**config.mk**
```make
export PLATFORM = sky130hd
export DESIGN_NAME = irq_xfer_dispatch
export DESIGN_NICKNAME = d
export VERILOG_FILES = /design/src/rtl/irqd_pkg.sv /design/src/rtl/irqd_chan.sv /design/src/rtl/irqd_arbiter.sv /design/src/rtl/irq_xfer_dispatch.sv
export SDC_FILE = /design/constraint.sdc
export NUM_CORES = 1
export LEC_CHECK = 0
export BUFFER_PORTS_ARGS = -buffer_cell sky130_fd_sc_hd__buf_2
export CAP_MARGIN = 0
export CORE_UTILIZATION = 50
export CTS_BUF_LIST = sky130_fd_sc_hd__clkbuf_8
export CTS_CLUSTER_DIAMETER = 30
export DETAILED_ROUTE_END_ITERATION = 10
export GPL_TIMING_DRIVEN = 0
export HOLD_SLACK_MARGIN = 0.1
export PLACE_DENSITY_LB_ADDON = 0.15
export SYNTH_ARGS = -nofsm -noshare
export SYNTH_HDL_FRONTEND = slang
export SYNTH_HIERARCHICAL = 1
export SYNTH_SLANG_ARGS = --single-unit
```
**constraint.sdc**
```tcl
create_clock -name clk -period 7.9 [get_ports clk]
set_input_delay 0.79 -clock clk [delete_from_list [all_inputs] [get_ports clk]]
set_output_delay 0.79 -clock clk [all_outputs]
set_load 0.03 [all_outputs]
```
**src/rtl/irqd_pkg.sv**
```systemverilog
package irqd_pkg;
  typedef enum logic {
    CFG_SEL = 1'b0,
    CFG_CNT = 1'b1
  } cfg_tgt_e;
endpackage

```
**src/rtl/irqd_chan.sv**
```systemverilog
// Countdown counter for one transfer channel.
module irqd_chan #(
  parameter int CNT_W = 8
) (
  input  logic             clk,
  input  logic             rst_n,
  input  logic             load,
  input  logic [CNT_W-1:0] load_val,
  input  logic             dec,
  output logic             zero_hit
);
  logic [CNT_W-1:0] cnt_q;
  logic [CNT_W-1:0] cnt_d;
  logic             cnt_en;
  logic             nonzero;

  always_comb begin
    nonzero  = (cnt_q != '0);
    cnt_en   = load | (dec & nonzero);
    cnt_d    = load ? load_val : (cnt_q - CNT_W'(1));
    zero_hit = dec & ~load & (cnt_q == CNT_W'(1));
  end

  always_ff @(posedge clk or negedge rst_n) begin
    if (!rst_n)      cnt_q <= '0;
    else if (cnt_en) cnt_q <= cnt_d;
  end
endmodule

```
**src/rtl/irqd_arbiter.sv**
```systemverilog
// Fixed priority: the highest set index wins.
module irqd_arbiter #(
  parameter int N     = 16,
  parameter int IDX_W = 4
) (
  input  logic [N-1:0]     cand,
  output logic             hit,
  output logic [IDX_W-1:0] win
);
  always_comb begin
    hit = 1'b0;
    win = '0;
    for (int i = 0; i < N; i++) begin
      if (cand[i]) begin
        hit = 1'b1;
        win = IDX_W'(i);
      end
    end
  end
endmodule

```
**src/rtl/irq_xfer_dispatch.sv**
```systemverilog
module irq_xfer_dispatch
  import irqd_pkg::*;
#(
  parameter int             N_LINES    = 16,
  parameter int             CNT_W      = 8,
  parameter int             VEC_W      = 16,
  parameter logic [VEC_W-1:0] NORM_BASE  = 16'h2020,
  parameter logic [VEC_W-1:0] XFER_BASE  = 16'h2040,
  parameter int             VEC_STRIDE = 2,
  localparam int            IDX_W      = $clog2(N_LINES)
) (
  input  logic               clk,
  input  logic               rst_n,
  input  logic [N_LINES-1:0] irq_req,
  input  logic               glb_en,
  input  logic [N_LINES-1:0] line_mask,
  input  logic               cfg_we,
  input  logic               cfg_target,
  input  logic [IDX_W-1:0]   cfg_idx,
  input  logic [N_LINES-1:0] cfg_data,
  input  logic [N_LINES-1:0] xfer_dec,
  input  logic               insn_end,
  input  logic               late_phase,
  output logic               disp_valid,
  output logic [VEC_W-1:0]   disp_vec,
  output logic               disp_xfer
);
  localparam logic [N_LINES-1:0] ONE_HOT0 = {{(N_LINES-1){1'b0}}, 1'b1};

  logic [N_LINES-1:0] sel_q, sel_d;
  logic [N_LINES-1:0] pend_q, pend_d;
  logic [N_LINES-1:0] young_q, young_d;
  logic [N_LINES-1:0] eos_q, eos_d;
  logic [N_LINES-1:0] zero_hit;
  logic [N_LINES-1:0] cnt_load;
  logic [N_LINES-1:0] cand;
  logic [N_LINES-1:0] win_oh, eos_clr, pend_clr;
  logic               sel_wr;
  logic               hit, take, win_eos, win_xfer;
  logic [IDX_W-1:0]   win;
  logic               valid_d, xfer_d;
  logic [VEC_W-1:0]   vec_d;

  // Per-line transfer channels
  generate
    for (genvar g = 0; g < N_LINES; g++) begin : g_chan
      assign cnt_load[g] = cfg_we && (cfg_target == CFG_CNT) && (cfg_idx == IDX_W'(g));
      irqd_chan #(.CNT_W(CNT_W)) i_chan (
        .clk      (clk),
        .rst_n    (rst_n),
        .load     (cnt_load[g]),
        .load_val (cfg_data[CNT_W-1:0]),
        .dec      (xfer_dec[g]),
        .zero_hit (zero_hit[g])
      );
    end
  endgenerate

  // Eligibility: end-of-service always, ordinary requests once mature
  always_comb begin
    cand = (eos_q | (pend_q & ~young_q)) & line_mask;
  end

  irqd_arbiter #(.N(N_LINES), .IDX_W(IDX_W)) i_arb (
    .cand (cand),
    .hit  (hit),
    .win  (win)
  );

  // Next state
  always_comb begin
    sel_wr   = cfg_we && (cfg_target == CFG_SEL);
    take     = insn_end & glb_en & hit;
    win_oh   = ONE_HOT0 << win;
    win_eos  = eos_q[win];
    win_xfer = ~win_eos & sel_q[win];
    eos_clr  = (take &  win_eos) ? win_oh : '0;
    pend_clr = (take & ~win_eos) ? win_oh : '0;

    sel_d   = (sel_wr ? cfg_data : sel_q) & ~zero_hit;
    eos_d   = (eos_q & ~eos_clr) | (zero_hit & sel_q);
    pend_d  = (pend_q & ~pend_clr) | irq_req;
    young_d = insn_end ? '0 : (young_q | (irq_req & {N_LINES{late_phase}}));

    valid_d = take;
    xfer_d  = win_xfer;
    vec_d   = (win_xfer ? XFER_BASE : NORM_BASE)
            + VEC_W'(win) * VEC_W'(VEC_STRIDE);
  end

  // State registers
  always_ff @(posedge clk or negedge rst_n) begin
    if (!rst_n) begin
      sel_q   <= '0;
      eos_q   <= '0;
      pend_q  <= '0;
      young_q <= '0;
    end else begin
      sel_q   <= sel_d;
      eos_q   <= eos_d;
      pend_q  <= pend_d;
      young_q <= young_d;
    end
  end

  // Output registers; vector and flag load only on a dispatch
  always_ff @(posedge clk or negedge rst_n) begin
    if (!rst_n) begin
      disp_valid <= 1'b0;
      disp_vec   <= '0;
      disp_xfer  <= 1'b0;
    end else begin
      disp_valid <= valid_d;
      if (take) begin
        disp_vec  <= vec_d;
        disp_xfer <= xfer_d;
      end
    end
  end
endmodule

```
==> out/results.txt, run 1 <==
cells after synthesis = 1478
Starting Density = 51.2%
CTS tree = done
worst hold path class = primary input to asynchronous set/reset pin
Simple-Gate Fraction of Synth Area = 27.7%
hold buffers post-CTS = 0
setup TNS = 0 ns
top post-synthesis cells by area = dfrtp_1 (39%), nand2_1 (4.4%), nor2_1 (3.6%)
Post-synth EDFFs = 0
Root Buffer = clkbuf_8
f_max = 325 MHz
# rows = 58
first-pass GRT wire length = 56200 µm
pwr dens = 284 nW/µm²
initial drt markers = 890
DR DRC count = 0
Setup Buffers After CTS = 0
final setup margin = 4.83 ns
distinct cell type count after synthesis = 67
Avg Vias per Cell = 6.12
Skew-Pair Late Insertion Delay = 0.48 ns
CTS sink count = 200
Clk pin slew, worst setup/hold paths = 0.13 ns
Crit Path Max Fanout = 10
post-cts resize count = 0
post-synthesis xor/xnor area fraction = 0%
H-tree levels = 4
final period demand of the worst path = 3.07 ns
power share of the combinational group = 39.1%
Sw Pwr = 1.68 mW
gr usage total = 26.6%
Max VDD drop = 0.131 mV
final setup skew = 0.0236 ns
area grow syn2layout = 9.28%
most instantiated cells after synthesis = dfrtp_1 (200), nand2_1 (151), nor2_1 (124)
Synth Register Bits = 200
clock group share of total power = 16.7%
final std cells w/o fill = 1914
cell total after placement = 1882
Hold Vio Cnt, Final = 0
count leader, synth = dfrtp_1
CP arrival = 3.44 ns
initial antenna violation count = 2
slew of the pin with the lowest slew margin = 0.901 ns
MaxCap Viol Count = 0
Die Height = 163 µm
Synth Cell Area = 13000 µm²
final setup vio count = 0
Die W = 163 µm
dpl hpwl = 23700 µm
status = complete, no violations
Sw Share = 41.7%
CTS Buf Count = 17
main combinational cell family by area after synthesis = simple AND/OR/NAND/NOR gates
Slew HR = 39.4%
GPL Wtd Cong = 0.913
vias in the first global route = 10.7k
wirelength, routed = 34700 µm
Die ar. = 26600 µm²
worst slack at placement = 4.56 ns
Compound-Gate Fraction of Synth Area = 21.8%
Clock Tree Buf Depth = 2
Leakage Power = 5.56 nW
nets@finish = 1678
share of layout cells above drive strength 1 = 12.8%
IO Pins = 93
post-route ant nets = 0
P_int = 2.35 mW
dominant cell type by area after synthesis = dfrtp_1
largest net degree at the start of global routing = 108
Tcrit/Tclk final = 38.9%
post-synthesis adder-cell area fraction = 3.09%
register area share after synthesis = 38.6%
Yosys warnings = 6
sequential power share = 44.2%
Core Footprint = 25300 µm²
asr flop ratio synth = 100%
Via Count = 11.7k
Remaining Overflow, GRT = 0
mux share of post-synthesis cell area = 2.35%
dominant synthesized flop cell = dfrtp_1
WL per Instance = 18.1 µm
RSZ-0062 raised after global routing = no
CP Launch Type = register
Worst Path Required = 8.27 ns
crit path kind = register to register
IO Port Bufs = 65
endpoint class of the critical path = register
Final Max Slew Viols = 0
Avg Cell Area, Syn = 8.77 µm²
Yosys top cell area share = 38.6%
drt first pass iters = 5
## state kept, by name (all words and copies together) (netlist names)
name / count
young_q: 16
pend_q: 16
sel_q: 16
g_chan.i_chan/cnt_q: 128
disp_valid: 1
disp_vec: 7
eos_q: 16
## path summary, 6_finish.rpt
| path | startpoint | end | slack (ns) | depth (start not counted) |
|---|---|---|---|---|
| max in group asynchronous | rst_n | g_chan[7].i_chan/cnt_q[7] | 6.54 | 2 |
| max | pend_q[5] | pend_q[9] | 4.83 | 9 |
| min reg2reg | disp_vec[13] | disp_vec[13] | 0.48 | 1 |
| min | rst_n | g_chan[12].i_chan/cnt_q[7] | 0.36 | 1 |
| min in group clk | disp_vec[13] | disp_vec[13] | 0.48 | 1 |
| max reg2reg | pend_q[5] | pend_q[9] | 4.83 | 9 |
## cell families (layout without fill, tap and decap cells)
family / count (synthesis) / in the layout
AND/OR/NAND/NOR: 644 / 644
AO/OA/AOI/OAI: 405 / 405
flip-flops: 200 / 200
buffers and inverters: 168 / 265
adder cells (fa/ha/maj): 32 / 32
multiplexers: 28 / 28
other: 1 / 10
## layer usage
| metal | wire length [µm] | track usage (%) | vias to the layer above |
|---|---|---|---|
| li1 | - | - | 5705 |
| met1 | 16500 | 38.0 | 5625 |
| met2 | 15600 | 41.2 | 324 |
| met3 | 1750 | 4.01 | 57 |
| met4 | 876 | 8.50 | 0 |
| met5 | 0 | 0 | - |
## through the flow
stage          utilization [%]  area, µm²  hold slack (ns)  power (mW)
4_1_cts                   55.9      14200            0.395        4.03
5_1_grt                   56.0      14200            0.411        4.36
3_3_place_gp              54.2      13700            0.444        3.31
3_5_place_dp              54.4      13800            0.454        3.35
6_report                  56.0      14200            0.363        4.03
2_1_floorplan                -      13000            0.441        2.93
## area by class of cell
| class | instances | area [µm²] |
|---|---|---|
| fillers | 2341 | 11200 |
| multi-input cells | 1118 | 7170 |
| flip-flops and latches | 200 | 5000 |
| plain buffers | 90 | 529 |
| well taps | 330 | 413 |
| repair buffers | 66 | 363 |
| inverters | 78 | 293 |
| clock buffers | 17 | 234 |
| clock inverters | 14 | 161 |
| diodes | 1 | 2.50 |
## layout by cell type, fill, tap and decap left out, types with 10 or more instances in the layout
cell type / count
inv_1: 61
nor3b_1: 48
a211o_1: 32
clkbuf_8: 17
clkbuf_1: 33
dfrtp_1: 200
a221oi_1: 12
nand2_1: 151
or3b_2: 16
nand3b_1: 17
buf_2: 94
nor3_1: 41
buf_4: 13
buf_6: 12
o2111ai_1: 21
nand4_1: 39
a21boi_0: 15
a21o_1: 16
a31oi_1: 41
nor2b_1: 37
or4_1: 40
or2_2: 11
o21ai_1: 10
a2111o_1: 12
clkinv_1: 16
o21a_1: 16
o21ai_0: 58
o211ai_1: 13
nor2_1: 124
ha_1: 32
a21oi_1: 86
nor4_1: 32
o31ai_1: 16
nand3_1: 31
o311ai_1: 16
or4b_1: 11
nand2b_1: 11
a2bb2oi_1: 20
mux2i_1: 26
## worst max-delay path, cell delays in order, from the launching register on
cell and delay (ns):
dfrtp_1 0.38, nor2b_1 0.20, o21a_1 0.20, nor2_1 0.06
a221o_1 0.33, a31oi_1 0.55, buf_2 0.34, nor3b_2 0.51
nand3_1 0.17, a21o_1 0.21
## power by group through the flow
stage / combinational (mW) / sequential, mW / clock, mW
after floorplan: 1.25 / 1.68 / 0
after global placement: 1.52 / 1.78 / 0
after detailed placement: 1.57 / 1.78 / 0
after CTS: 1.57 / 1.77 / 0.696
after global routing: 1.78 / 1.84 / 0.737
final: 1.58 / 1.78 / 0.673
Note: power is estimated with default switching activity, not from simulation.
==> inputs of run 2 (changes only) <==
--- a/config.mk
+++ b/config.mk
@@ -5,6 +5,7 @@
 export SDC_FILE = /design/constraint.sdc
 export NUM_CORES = 1
 export LEC_CHECK = 0
+export ABC_AREA = 1
 export BUFFER_PORTS_ARGS = -buffer_cell sky130_fd_sc_hd__buf_2
 export CAP_MARGIN = 0
 export CORE_UTILIZATION = 50
==> constraint.sdc (replaced) <==
create_clock -name clk -period 3.1 [get_ports clk]
set_input_delay 0.31 -clock clk [delete_from_list [all_inputs] [get_ports clk]]
set_output_delay 0.31 -clock clk [all_outputs]
set_load 0.03 [all_outputs]
==> run 2 against run 1 <==
Against the previous run: via count grew 17%; sequential cell count is the same; combinational power grew to 4.0 times the previous value; power grew to 3.1 times the previous value; final cell count grew 43%; sequential power grew 150%; sequential share of layout area shrank 4.1 points; synthesized cell count grew 49%; non-clock buffer count grew 12; area after synthesis grew 11%; fmax grew 7.7%; critical endpoint is now disp_vec[6].
==> out/results.txt, run 2 <==
Crit Path Max Fanout = 8 (-2)
final period demand of the worst path = 2.85 ns (-0.219 ns)
# rows = 61 (+5.2%)
count leader, synth = nand2_1
slew of the pin with the lowest slew margin = 0.956 ns (+0.0548 ns)
Die W = 172 µm (+5.3%)
dominant cell type by area after synthesis = dfrtp_1
first-pass GRT wire length = 61400 µm (+9.4%)
Post-synth EDFFs = 0 (unchanged)
Slew HR = 35.8% (-3.6 points)
Crit-path slowest cell = dfrtp_1
Synth Register Bits = 200 (unchanged)
top post-synthesis cells by area = dfrtp_1 (35%), nand2_1 (22%), inv_1 (7.6%)
Die Height = 172 µm (+5.3%)
endpoint class of the critical path = register
Leakage Power = 8.79 nW (+58%)
Fill cells = 2767 (+18%)
most instantiated cells after synthesis = nand2_1 (838), inv_1 (292), nor2_1 (262)
worst hold path class = primary input to register
Avg Cell Area, Syn = 6.52 µm² (-26%)
CP Launch Type = register
Tcrit/Tclk final = 92.0% (+53 points)
Via Count = 13.7k (+17%)
area of the multi-input gates = 7860 µm² (+9.6%)
nets@finish = 2449 (+46%)
dpl hpwl = 26800 µm (+13%)
IO Port Bufs = 81 (+25%)
Core Footprint = 28100 µm² (+11%)
max FFs per register = 128 (unchanged)
Top reg by flops = g_chan.i_chan/cnt_q
Clock Tree Buf Depth = 2 (unchanged)
CTS sink count = 200 (unchanged)
Core Util, Final = 57.2% (+1.2 points)
Starting Density = 51.3% (+0.096 points)
DR DRC count = 0 (unchanged)
cell family with most CP delay = simple AND/OR/NAND/NOR gates
Avg Vias per Cell = 5.02 (-18%)
GPL Wtd Cong = 0.928 (+1.6%)
cells after synthesis = 2209 (+49%)
crit path cell chain = a21oi_1 > nor2_1 > nor2_1 > o21ai_0 > nand3_1 > nand2_1 > nand2_1 > nand2_1 > nand2_1 > buf_2 > inv_1 > nand2_1 > nor2_1 > nor2_1 > nand3_1 > nand2_1 > nand2_1 > nand2_1 > clkinv_1 > nand2_1 > nor2_1
wirelength, routed = 37200 µm (+7.2%)
highest-count cells in the layout ignoring fill and taps = nand2_1 (836), inv_1 (292), nor2_1 (262)
dominant synthesized flop cell = dfrtp_1
Max VDD drop = 0.363 mV (+180%)
Yosys top cell area share = 34.7% (-3.9 points)
gr usage total = 26.2% (-0.42 points)
Final Max Slew Viols = 0 (unchanged)
MaxCap Viol Count = 0 (unchanged)
Worst path most repeated cell = nand2_1
# diodes = 0 (-1)
distinct cell type count after synthesis = 37 (-45%)
asr flop ratio synth = 100% (unchanged)
Hold Vio Cnt, Final = 0 (unchanged)
Remaining Overflow, GRT = 0 (unchanged)
Worst Path Required = 3.49 ns (-4.78 ns)
area grow syn2layout = 11.4%
Root Buffer = clkbuf_8
post-route ant nets = 0 (unchanged)
share of layout cells above drive strength 1 = 16.2% (+3.4 points)
Skew-Pair Late Insertion Delay = 0.48 ns (about the same)
WL per Instance = 13.6 µm (-25%)
final setup vio count = 0 (unchanged)
initial antenna violation count = 1 (-1)
status = complete, no violations
register area = 5000 µm² (unchanged)
final setup skew = 0.0221 ns (-0.00149 ns)
Clk pin slew, worst setup/hold paths = 0.12 ns (about the same)
pwr dens = 778 nW/µm² (+170%)
Yosys warnings = 6 (unchanged)
H-tree levels = 4 (unchanged)
crit path kind = register to register
setup TNS = 0 ns (unchanged)
register area share after synthesis = 34.7% (-3.9 points)
drt first pass iters = 5 (unchanged)
CTS tree = done
CTS Buf Count = 17 (unchanged)
IO Pins = 93 (unchanged)
vias in the first global route = 12.8k (+20%)
Synth Cell Area = 14400 µm² (+11%)
slowest stage delay, CP = 0.43 ns (-0.12 ns)
Die ar. = 29500 µm² (+11%)
buffers and inverters on the worst path = 3 (+2)
f_max = 350 MHz (+7.7%)
most common cell after layout, fill and taps aside = nand2_1
initial drt markers = 837 (-6.0%)
CP arrival = 3.25 ns (-0.19 ns)
largest net degree at the start of global routing = 70 (-35%)
run 2: metrics by stage:
step           std cells  power [mW]  cell area (µm²)  setup WS [ns]  hold slack [ns]
6_report            2733        12.5            16100          0.247            0.120
3_3_place_gp        2676        10.4            15300          -1.94            0.454
3_5_place_dp        2678        10.6            15400          0.234            0.296
2_1_floorplan       2217        9.26            14400          0.737           0.0144
5_1_grt             2733        13.8            16100       -0.00519            0.108
4_1_cts             2730        12.4            16000          0.200            0.100
run 2: final cells by class:
class | count | area share (%)
tap | 378 | 2.95
clock inverter | 15 | 0.998
timing repair buffer | 106 | 4.43
inverter | 305 | 7.23
multi-input combinational | 1650 | 48.9
clock buffer | 17 | 1.46
sequential | 200 | 31.2
buffer | 62 | 2.83
run 2: tightest hold or removal path, cell delays in order:
cell	delay [ns]
buf_2	0.10
nor2_1	0.09
a211oi_1	0.05
run 2: path summary, 6_finish.rpt:
check / from / slack, ns / endpoint / depth (start not counted)
setup / recovery: eos_q[5] / 0.25 / disp_vec[6] / 21
hold / removal: cfg_data[8] / 0.12 / sel_q[8] / 3
setup reg to reg: eos_q[5] / 0.25 / disp_vec[6] / 21
hold reg to reg: g_chan[3].i_chan/cnt_q[4] / 0.48 / g_chan[3].i_chan/cnt_q[4] / 2
max in group asynchronous: rst_n / 1.99 / g_chan[3].i_chan/cnt_q[4] / 3
min in group asynchronous: rst_n / 0.36 / young_q[10] / 2
run 2: per-layer routing:
| metal | vias up | wire [µm] | GRT usage [%] |
|---|---|---|---|
| li1 | 7057 | - | - |
| met1 | 6316 | 17600 | 34.5 |
| met2 | 295 | 17500 | 44.8 |
| met3 | 48 | 1560 | 3.50 |
| met4 | 2 | 584 | 7.12 |
| met5 | - | 8 | 0 |
run 2: timing repair:
| item | CTS | global route |
|---|---|---|
| buffers inserted | 0 | 2 |
| endpoints found under the setup margin | 0 | 9 |
| hold endpoints to repair | 97 | 0 |
| hold buffers | 20 | 0 |
| gates resized for setup | 0 | 11 |
run 2: where the power goes:
part	internal, mW	leakage, nW	switching, mW	total, mW
Sequential	3.56	2.42	0.849	4.41
Clock	0.672	0.198	1.05	1.72
Combinational	2.31	6.17	4.05	6.36
run 2: cells by family (layout without fill, tap and decap cells):
family	count (synthesis)	in the layout	synth area share, %
and+or+nand+nor	1401	1401	42.2
buffers and inverters	367	505	11.2
AOI/OAI and AO/OA	206	206	8.95
DFF	200	200	34.7
adders and majority gates	32	32	2.78
other	1	9	0.0260
xor gates and xnor gates	1	1	0.0608
muxes	1	1	0.0695
